**src/rtl/spi_page_mem.sv**
```systemverilog
module spi_page_mem #(
  parameter int AW = 6,
  parameter int PW = 3,
  parameter int DW = 8
) (
  input  logic          clk,
  input  logic          rst_n,
  input  logic          cs_n,
  input  logic          sck,
  input  logic          si,
  output logic          so,
  output logic          so_oe,
  input  logic [DW-3:0] dev_addr,
  input  logic          stall,
  output logic [AW-1:0] mem_addr,
  input  logic [DW-1:0] mem_rdata,
  output logic          mem_we,
  output logic [DW-1:0] mem_wdata
);
  localparam int BW   = $clog2(DW);
  localparam int PAGE = 1 << PW;
  localparam int TOP  = (1 << AW) - 1;

  typedef enum logic [2:0] {S_IDLE, S_HDR, S_LOC, S_RD, S_WR, S_ABT} st_t;
  st_t st;

  logic [2:0] cs_q, sck_q;
  logic [1:0] si_q;
  logic [BW-1:0] bcnt, tcnt;
  logic [DW-2:0] rx;
  logic [DW-1:0] tx;
  logic rw, tx_on, cmt;
  logic [AW-1:0] ptr;
  logic [PW-1:0] cidx;
  logic [PAGE-1:0] vld;
  logic [DW-1:0] wbuf [PAGE];

  wire cs_hi    = cs_q[1];
  wire cs_fall  = ~cs_q[1] & cs_q[2];
  wire cs_rise  = cs_q[1] & ~cs_q[2];
  wire sck_rise = sck_q[1] & ~sck_q[2];
  wire sck_fall = ~sck_q[1] & sck_q[2];
  wire rx_st    = (st == S_HDR) || (st == S_LOC) || (st == S_WR);
  wire take     = sck_rise & ~cs_hi & ~stall & rx_st;
  wire [DW-1:0] rbyte = {rx, si_q[1]};
  wire done     = take && (bcnt == BW'(DW - 1));

  always_ff @(posedge clk or negedge rst_n) begin
    if (!rst_n) begin
      cs_q  <= '1;
      sck_q <= '0;
      si_q  <= '0;
    end else begin
      cs_q  <= {cs_q[1:0], cs_n};
      sck_q <= {sck_q[1:0], sck};
      si_q  <= {si_q[0], si};
    end
  end

  always_ff @(posedge clk or negedge rst_n) begin
    if (!rst_n) begin
      st    <= S_IDLE;
      bcnt  <= '0;
      tcnt  <= '0;
      rx    <= '0;
      tx    <= '0;
      rw    <= 1'b0;
      tx_on <= 1'b0;
      ptr   <= '0;
      vld   <= '0;
      cmt   <= 1'b0;
      cidx  <= '0;
    end else begin
      if (take) begin
        rx   <= rbyte[DW-2:0];
        bcnt <= bcnt + 1'b1;
      end
      if (cs_fall) begin
        st    <= S_HDR;
        bcnt  <= '0;
        tcnt  <= '0;
        tx_on <= 1'b0;
      end else if (cs_hi) begin
        st    <= S_IDLE;
        bcnt  <= '0;
        tcnt  <= '0;
        tx_on <= 1'b0;
        if (cs_rise && st == S_WR && |vld) begin
          cmt  <= 1'b1;
          cidx <= '0;
        end
      end else if (done) begin
        case (st)
          S_HDR:
            if (rbyte[DW-1] && rbyte[DW-2:1] == dev_addr) begin
              rw <= rbyte[0];
              st <= S_LOC;
            end else st <= S_ABT;
          S_LOC:
            if (rbyte > DW'(TOP)) st <= S_ABT;
            else begin
              ptr <= rbyte[AW-1:0];
              st  <= rw ? S_RD : S_WR;
            end
          S_WR: begin
            vld[ptr[PW-1:0]] <= 1'b1;
            ptr[PW-1:0]      <= ptr[PW-1:0] + 1'b1;
          end
          default: ;
        endcase
      end else if (st == S_RD && sck_fall) begin
        tx_on <= 1'b1;
        tcnt  <= tcnt + 1'b1;
        if (tcnt == '0) begin
          tx  <= mem_rdata;
          ptr <= ptr + 1'b1;
        end else tx <= {tx[DW-2:0], 1'b0};
      end
      if (cmt) begin
        cidx <= cidx + 1'b1;
        if (cidx == PW'(PAGE - 1)) begin
          cmt <= 1'b0;
          vld <= '0;
        end
      end
    end
  end

  always_ff @(posedge clk)
    if (!cs_hi && done && st == S_WR) wbuf[ptr[PW-1:0]] <= rbyte;

  assign so_oe     = tx_on && st == S_RD;
  assign so        = so_oe & tx[DW-1];
  assign mem_addr  = cmt ? {ptr[AW-1:PW], cidx} : ptr;
  assign mem_we    = cmt & vld[cidx];
  assign mem_wdata = wbuf[cidx];

  AST_ABORT_STICKY: assert property (@(posedge clk) disable iff (!rst_n)
    (st == S_ABT && !cs_hi) |=> st == S_ABT);
  AST_RD_STEP: assert property (@(posedge clk) disable iff (!rst_n)
    (st == S_RD && sck_fall && !cs_hi && tcnt == '0) |=> ptr == AW'($past(ptr) + 1'b1));
  AST_HIZ_AFTER_CS: assert property (@(posedge clk) disable iff (!rst_n)
    $rose(cs_hi) |=> !so_oe);
  AST_WE_AFTER_CS: assert property (@(posedge clk) disable iff (!rst_n)
    mem_we |-> cs_hi);
  AST_STALL_GATE: assert property (@(posedge clk) disable iff (!rst_n)
    (stall && sck_rise && !cs_hi) |=> $stable(bcnt));
  AST_PAGE_LOCK: assert property (@(posedge clk) disable iff (!rst_n)
    (mem_we && $past(mem_we)) |-> mem_addr[AW-1:PW] == $past(mem_addr[AW-1:PW]));
endmodule

```
**config.mk**
```make
export PLATFORM = sky130hd
export DESIGN_NAME = spi_page_mem
export DESIGN_NICKNAME = d
export VERILOG_FILES = /design/src/rtl/spi_page_mem.sv
export SDC_FILE = /design/constraint.sdc
export NUM_CORES = 1
export LEC_CHECK = 0
export ABC_AREA = 1
export BUFFER_PORTS_ARGS = -buffer_cell sky130_fd_sc_hd__buf_2
export CORE_MARGIN = 5
export CORE_UTILIZATION = 55
export CTS_BUF_LIST = sky130_fd_sc_hd__clkbuf_4
export CTS_CLUSTER_SIZE = 16
export DETAILED_ROUTE_END_ITERATION = 12
export PLACE_DENSITY = 0.74
export SLEW_MARGIN = 40
export SYNTH_ARGS = -nofsm -noshare
export SYNTH_HDL_FRONTEND = slang
export SYNTH_SLANG_ARGS = --single-unit
```
**constraint.sdc**
```tcl
create_clock -name clk -period 2.3 [get_ports clk]
set_input_delay 0.46 -clock clk [delete_from_list [all_inputs] [get_ports clk]]
set_output_delay 0.46 -clock clk [all_outputs]
set_load 0.005 [all_outputs]
```
== After elaboration in Yosys (flattened, before gate mapping) ==
Memory sizes are Yosys's and may differ from the RTL's.
Cells that the tools add are included.

* Magnitude comparators: 4
* Reduce and logical (&&, ||, !) cells: 29
* Add/sub/neg operators: 5
* Muxes and demuxes: 47
* Equality and inequality tests: 13
* Bitwise logic cells: 17

{| class="wikitable"
|+ Operator list
! operator !! count
|-
| 2-to-1 mux 3 bit || 19
|-
| 2-to-1 mux 8 bit || 7
|-
| 2-to-1 mux 6 bit || 4
|-
| 2-to-1 mux 1 bit || 13
|-
| adder 3 x 1 -> 3 bit (second input constant) || 4
|-
| case mux 3 bit (2 select lines) || 2
|-
| AND reduction 6 bit || 2
|-
| bitwise AND 1 bit || 9
|-
| equality test 3 bit (second input constant) || 3
|-
| logical AND 1 bit || 9
|-
| nonzero test 3 bit || 3
|-
| > comparator 8 x 6 -> 1 bit (second input constant) || 1
|-
| < comparator 3 x 4 -> 1 bit (second input constant) || 2
|-
| OR 8 bit || 1
|-
| nonzero test 2 bit || 4
|-
| OR reduction 8 bit || 1
|-
| inverter 1 bit || 7
|-
| adder 6 x 1 -> 6 bit (second input constant) || 1
|-
| equality test 3 x 2 -> 1 bit (second input constant) || 2
|-
| equality test 6 bit || 1
|-
| inequality test 3 bit (second input constant) || 2
|-
| AND reduction 5 bit || 1
|-
| inequality test 2 bit (second input constant) || 2
|-
| AND reduction 2 bit || 2
|-
| other kinds (12) || 13
|}

* Memories: 1
* Output and inout port bits: 17
* RAM bits: 64
* Word-level logic and storage cells: 131
* Register bits: 52

{| class="wikitable"
|+ Memory list
! name !! words !! width !! rd ports !! clocked after Yosys merged registers in !! wr ports !! RTL line !! source
|-
| wbuf || 8 || 8 || 1 || 0 || 1 || 36 || <nowiki>logic [DW-1:0] wbuf [PAGE];</nowiki>
|}

== Logic depth before layout (Yosys ltp) ==
* Word-level depth: 11
* Depth in mapped cells: 9
* Depth with buffers taken out: 9

== Worst setup path after synthesis ==
OpenSTA, ideal clock, no wires.

* Path kind: register to register
* From: register st[1]
* To: memory wbuf[4][0] (enable)
* Required time: 1.917 ns
* Cell stages (with the launch flop): 8
* Buffers on the path: 0
* Path slack: 0.232 ns
* Data arrival time: 1.685 ns
* Period minus slack after synthesis: 2.068 ns
* Cells stage by stage: dfrtp_1 > nor2_1 > nand2_2 > nand3_2 > nand3_2 > inv_2 > nand3_2 > nor3_1

* Longest elaborated chain between the ends: 9

{| class="wikitable"
|+ Ends and longest elaborated chain
! item !! RTL line !! source
|-
| from (decl) || 25 || <nowiki>st_t st;</nowiki>
|-
| from (signal assigned) || 103 || <nowiki>st <= rw ? S_RD : S_WR;</nowiki>
|-
| equality test 3 x 1 -> 1 bit / equality test 3 x 2 -> 1 bit (equally long branches) || 43 || <nowiki>wire rx_st = (st == S_HDR) || (st == S_LOC) || (st == S_WR);</nowiki>
|-
| logical OR 1 bit (2 in series) || 43 ||
|-
| bitwise AND 1 bit || 44 || <nowiki>wire take = sck_rise & ~cs_hi & ~stall & rx_st;</nowiki>
|-
| logical AND 1 bit || 46 || <nowiki>wire done = take && (bcnt == BW'(DW - 1));</nowiki>
|-
| logical AND 1 bit || 130 || <nowiki>if (!cs_hi && done && st == S_WR) wbuf[ptr[PW-1:0]] <= rbyte;</nowiki>
|-
| logical AND 1 bit * || 130 ||
|-
| 2-to-1 mux 1 bit * || 130 ||
|-
| 2-to-1 mux 1 bit (not written as such) * || 130 ||
|-
| to (decl) || 36 ||
|}

Every way passes the cells marked *; elsewhere a longest branch is shown, timed or not.

== Worst setup path in the final report ==
* From: register cidx[0]
* To: output mem_wdata[4]

* Longest elaborated chain between the ends: 1

{| class="wikitable"
|+ Ends and longest elaborated chain
! item !! RTL line !! source
|-
| from (decl) || 34 || <nowiki>logic [PW-1:0] cidx;</nowiki>
|-
| from (signal assigned) || 120 || <nowiki>cidx <= cidx + 1'b1;</nowiki>
|-
| memory read (8 x 8 bit) || -- ||
|-
| to (decl) || 18 || <nowiki>output logic [DW-1:0] mem_wdata</nowiki>
|}

No other way between the ends.

==> results.toml <==
[timing]
max_slew_margin_pct = 61.1
worst_pin_slew_ns = 0.581
finClkSkew_ns = 0.0155
maxSlewViolCount = 0
rsz0062_at_grt = "true"
max_freq_mhz = 438
setup_viol = 0
timing.hold.ws_ns = 0.175
final_hold_viol_count = 0
finalWorstSetupSlack_ns = 0.0159
period_needed_ns = 2.28
fin_crit_sh_pct = 99.3

[placed_design]
io_buffers = 36
gp_congestion = 0.882
dp_hpwl_mm = 7.68
place_ws_ns = 0.254

[final_layout]
mostFrequentLayoutCell = "nand2_1"
antenna_cells = 0
syn_to_final_growth_pct = 17.8
fill_cells = 725
layout_common_cells = "nand2_1, nor2_1, edfxtp_1"
nets = 631
drive_above_1_share_pct = 20.4

[die]
initial_core_util_pct = 56.8
core_area_um2 = 9280
die-width_um = 108
die_area_um2 = 11600
fp.dieH_um = 108
ios = 37
rows = 35

[synth]
synth_cell_type_count = 35
syn_area_um2 = 5270
synth_xor_xnor_area_share_pct = 0.498
synth_compound_area_share_pct = 11.2
avgSynthCellArea_um2 = 9.67
synthAdderAreaFrac_pct = 1.66
netlist.area_leader.share_pct = 36.4
synth_top_family_by_area = "simple AND/OR/NAND/NOR gates"
syn_inst = 545
synth.area.mux_share_pct = 0
synthTopCellsByArea = "edfxtp_1, dfrtp_1, nand2_1"
yosysWarnings = 0
yosys.area_share.simple_pct = 19.7
netlist.top_cell.by_area = "edfxtp_1"
ys_seq_area_share_pct = 61.2
synth_seq_cells = 116
syn_nets = 572

[clock_network]
ctsLongestPathBuffers = 2
path_clk_slew_ns = 0.12
cts_tree = "built"
cts_sinks = 116
clk_latency_ns = 0.53
clockRootBuffer = "clkbuf_4"
numCtsBuffers = 17
h-tree-depth = 4

[hold_path]
hold_class = "primary input to register"
hold_path_depth = 3

[worst_setup_path]
required_ns = 1.84
critPathMaxFanout = 9
worst_setup_path_end_kind = "primary output"
crit_path_start_kind = "register"
worstPathArrival_ns = 1.82
worstRegToRegCells = 8
critPathKind = "register to primary output"

[routing]
wl_per_cell_um = 15.7
num_vias = 4048
dr.pass1.iters = 5
routed_via_density = 5.43
antenna_left = 0
drtIter0Drc = 253
drc = 0
totalWireLength_mm = 11.7

[global_routing]
overflow = 0
grt_pass1_vias = 3835
grt_pass1_wl_mm = 18.8
grt_usage_pct = 21.2
antenna_found_initial = 0
grt_max_degree = 31

[pwr]
power_density_nw_per_um2 = 658
p_leak_uw = 0.00266
ir_worst_vdd_v = 0.000402

[outcome]
status = "finished, final reports clean"

[run]
cap_violations = 0
[final timing paths]
| kind | endpoint | slack, ns | start |
|---|---|---|---|
| setup / recovery | mem_wdata[4] | 0.02 | cidx[0] |
| hold / removal | tx[0] | 0.17 | mem_rdata[0] |
| setup reg to reg | wbuf[4][5] | 0.26 | st[2] |
| hold reg to reg | sck_q[1] | 0.36 | sck_q[0] |
| max in group asynchronous | cs_q[1] | 1.23 | rst_n |
| min in group asynchronous | bcnt[2] | 0.46 | rst_n |
[layout make-up]
class,count,area (µm²),area share (%)
Clock buffer,17,128,2.05
Sequential cell,116,3230,52.0
Inverter,51,196,3.16
Multi-Input combinational cell,355,1830,29.5
Clock inverter,15,179,2.88
Tap cell,129,161,2.60
Timing Repair Buffer,63,484,7.80
[synthesized netlist by cell type, drive strengths merged]
library cell / count
dfstp: 3
edfxtp: 64
nor3: 6
nor4: 2
nand4: 4
nand3: 35
nor2: 87
ha: 7
a32o: 1
a21oi: 19
clkinv: 3
o211ai: 7
nand2: 110
clkbuf: 16
o21a: 1
or2: 1
nand2b: 1
xor2: 1
o32ai: 16
dfrtp: 49
o21ai: 55
buf: 7
xnor2: 2
inv: 48
[worst max-delay path, cell delays in order, from the launching register on]
cell	delay [ns]
dfrtp_2	0.48
clkinv_4	0.11
buf_12	0.14
nor2_1	0.05
o32ai_1	0.25
nand2_1	0.09
nand2_1	0.07
buf_2	0.10
[kinds of logic (layout without fill, tap and decap cells)]
kind of cell	after synthesis	count (layout)
buf+inv	74	146
fa+ha+maj	7	7
flops	116	116
compound gates	99	99
simple gates	246	246
xor+xnor	3	3
[flip-flops by register name, indices dropped and copies added, names as in the netlist]
| register | cells |
|---|---|
| bcnt | 3 |
| cidx | 3 |
| cmt | 1 |
| cs_q | 3 |
| ptr | 6 |
| rw | 1 |
| rx | 7 |
| sck_q | 3 |
| si_q | 2 |
| st | 3 |
| tcnt | 3 |
| tx | 8 |
| tx_on | 1 |
| vld | 8 |
| wbuf | 64 |
[where the power goes]
part           internal, µW  leakage, µW  switching [µW]
registers              2270      0.00122            87.4
clock network           760     0.000158             820
logic                  55.3      0.00129            93.1
[routing by layer]
layer	wire length [µm]	vias to the layer above	global-route usage, %
li1	-	1986	-
met1	5140	1928	28.4
met2	5760	122	34.4
met3	692	12	5.40
met4	108	0	6.31
met5	0	-	0
[through the flow]
| step | util, % | TNS (ns) | cell area, µm² | cells | power (µW) |
|---|---|---|---|---|---|
| after floorplan | - | 0 | 5270 | 545 | 2450 |
| after global placement | 61.3 | 0 | 5690 | 708 | 2540 |
| after detailed placement | 61.3 | 0 | 5690 | 708 | 2550 |
| after global routing | 66.9 | -0.978 | 6210 | 746 | 4260 |
| after CTS | 65.8 | -0.0703 | 6110 | 743 | 4110 |
| final | 66.9 | 0 | 6210 | 746 | 4090 |
[repair_timing]
action / CTS / global route
cloned: 1 / 1
hold buffers: 2 / 2
setup endpoints to repair: 9 / 9
pin swaps: 0 / 0
buffers inserted: 0 / 0
gates resized for setup: 16 / 19
hold endpoints to repair: 23 / 2
(Power assumes the default switching activity.)
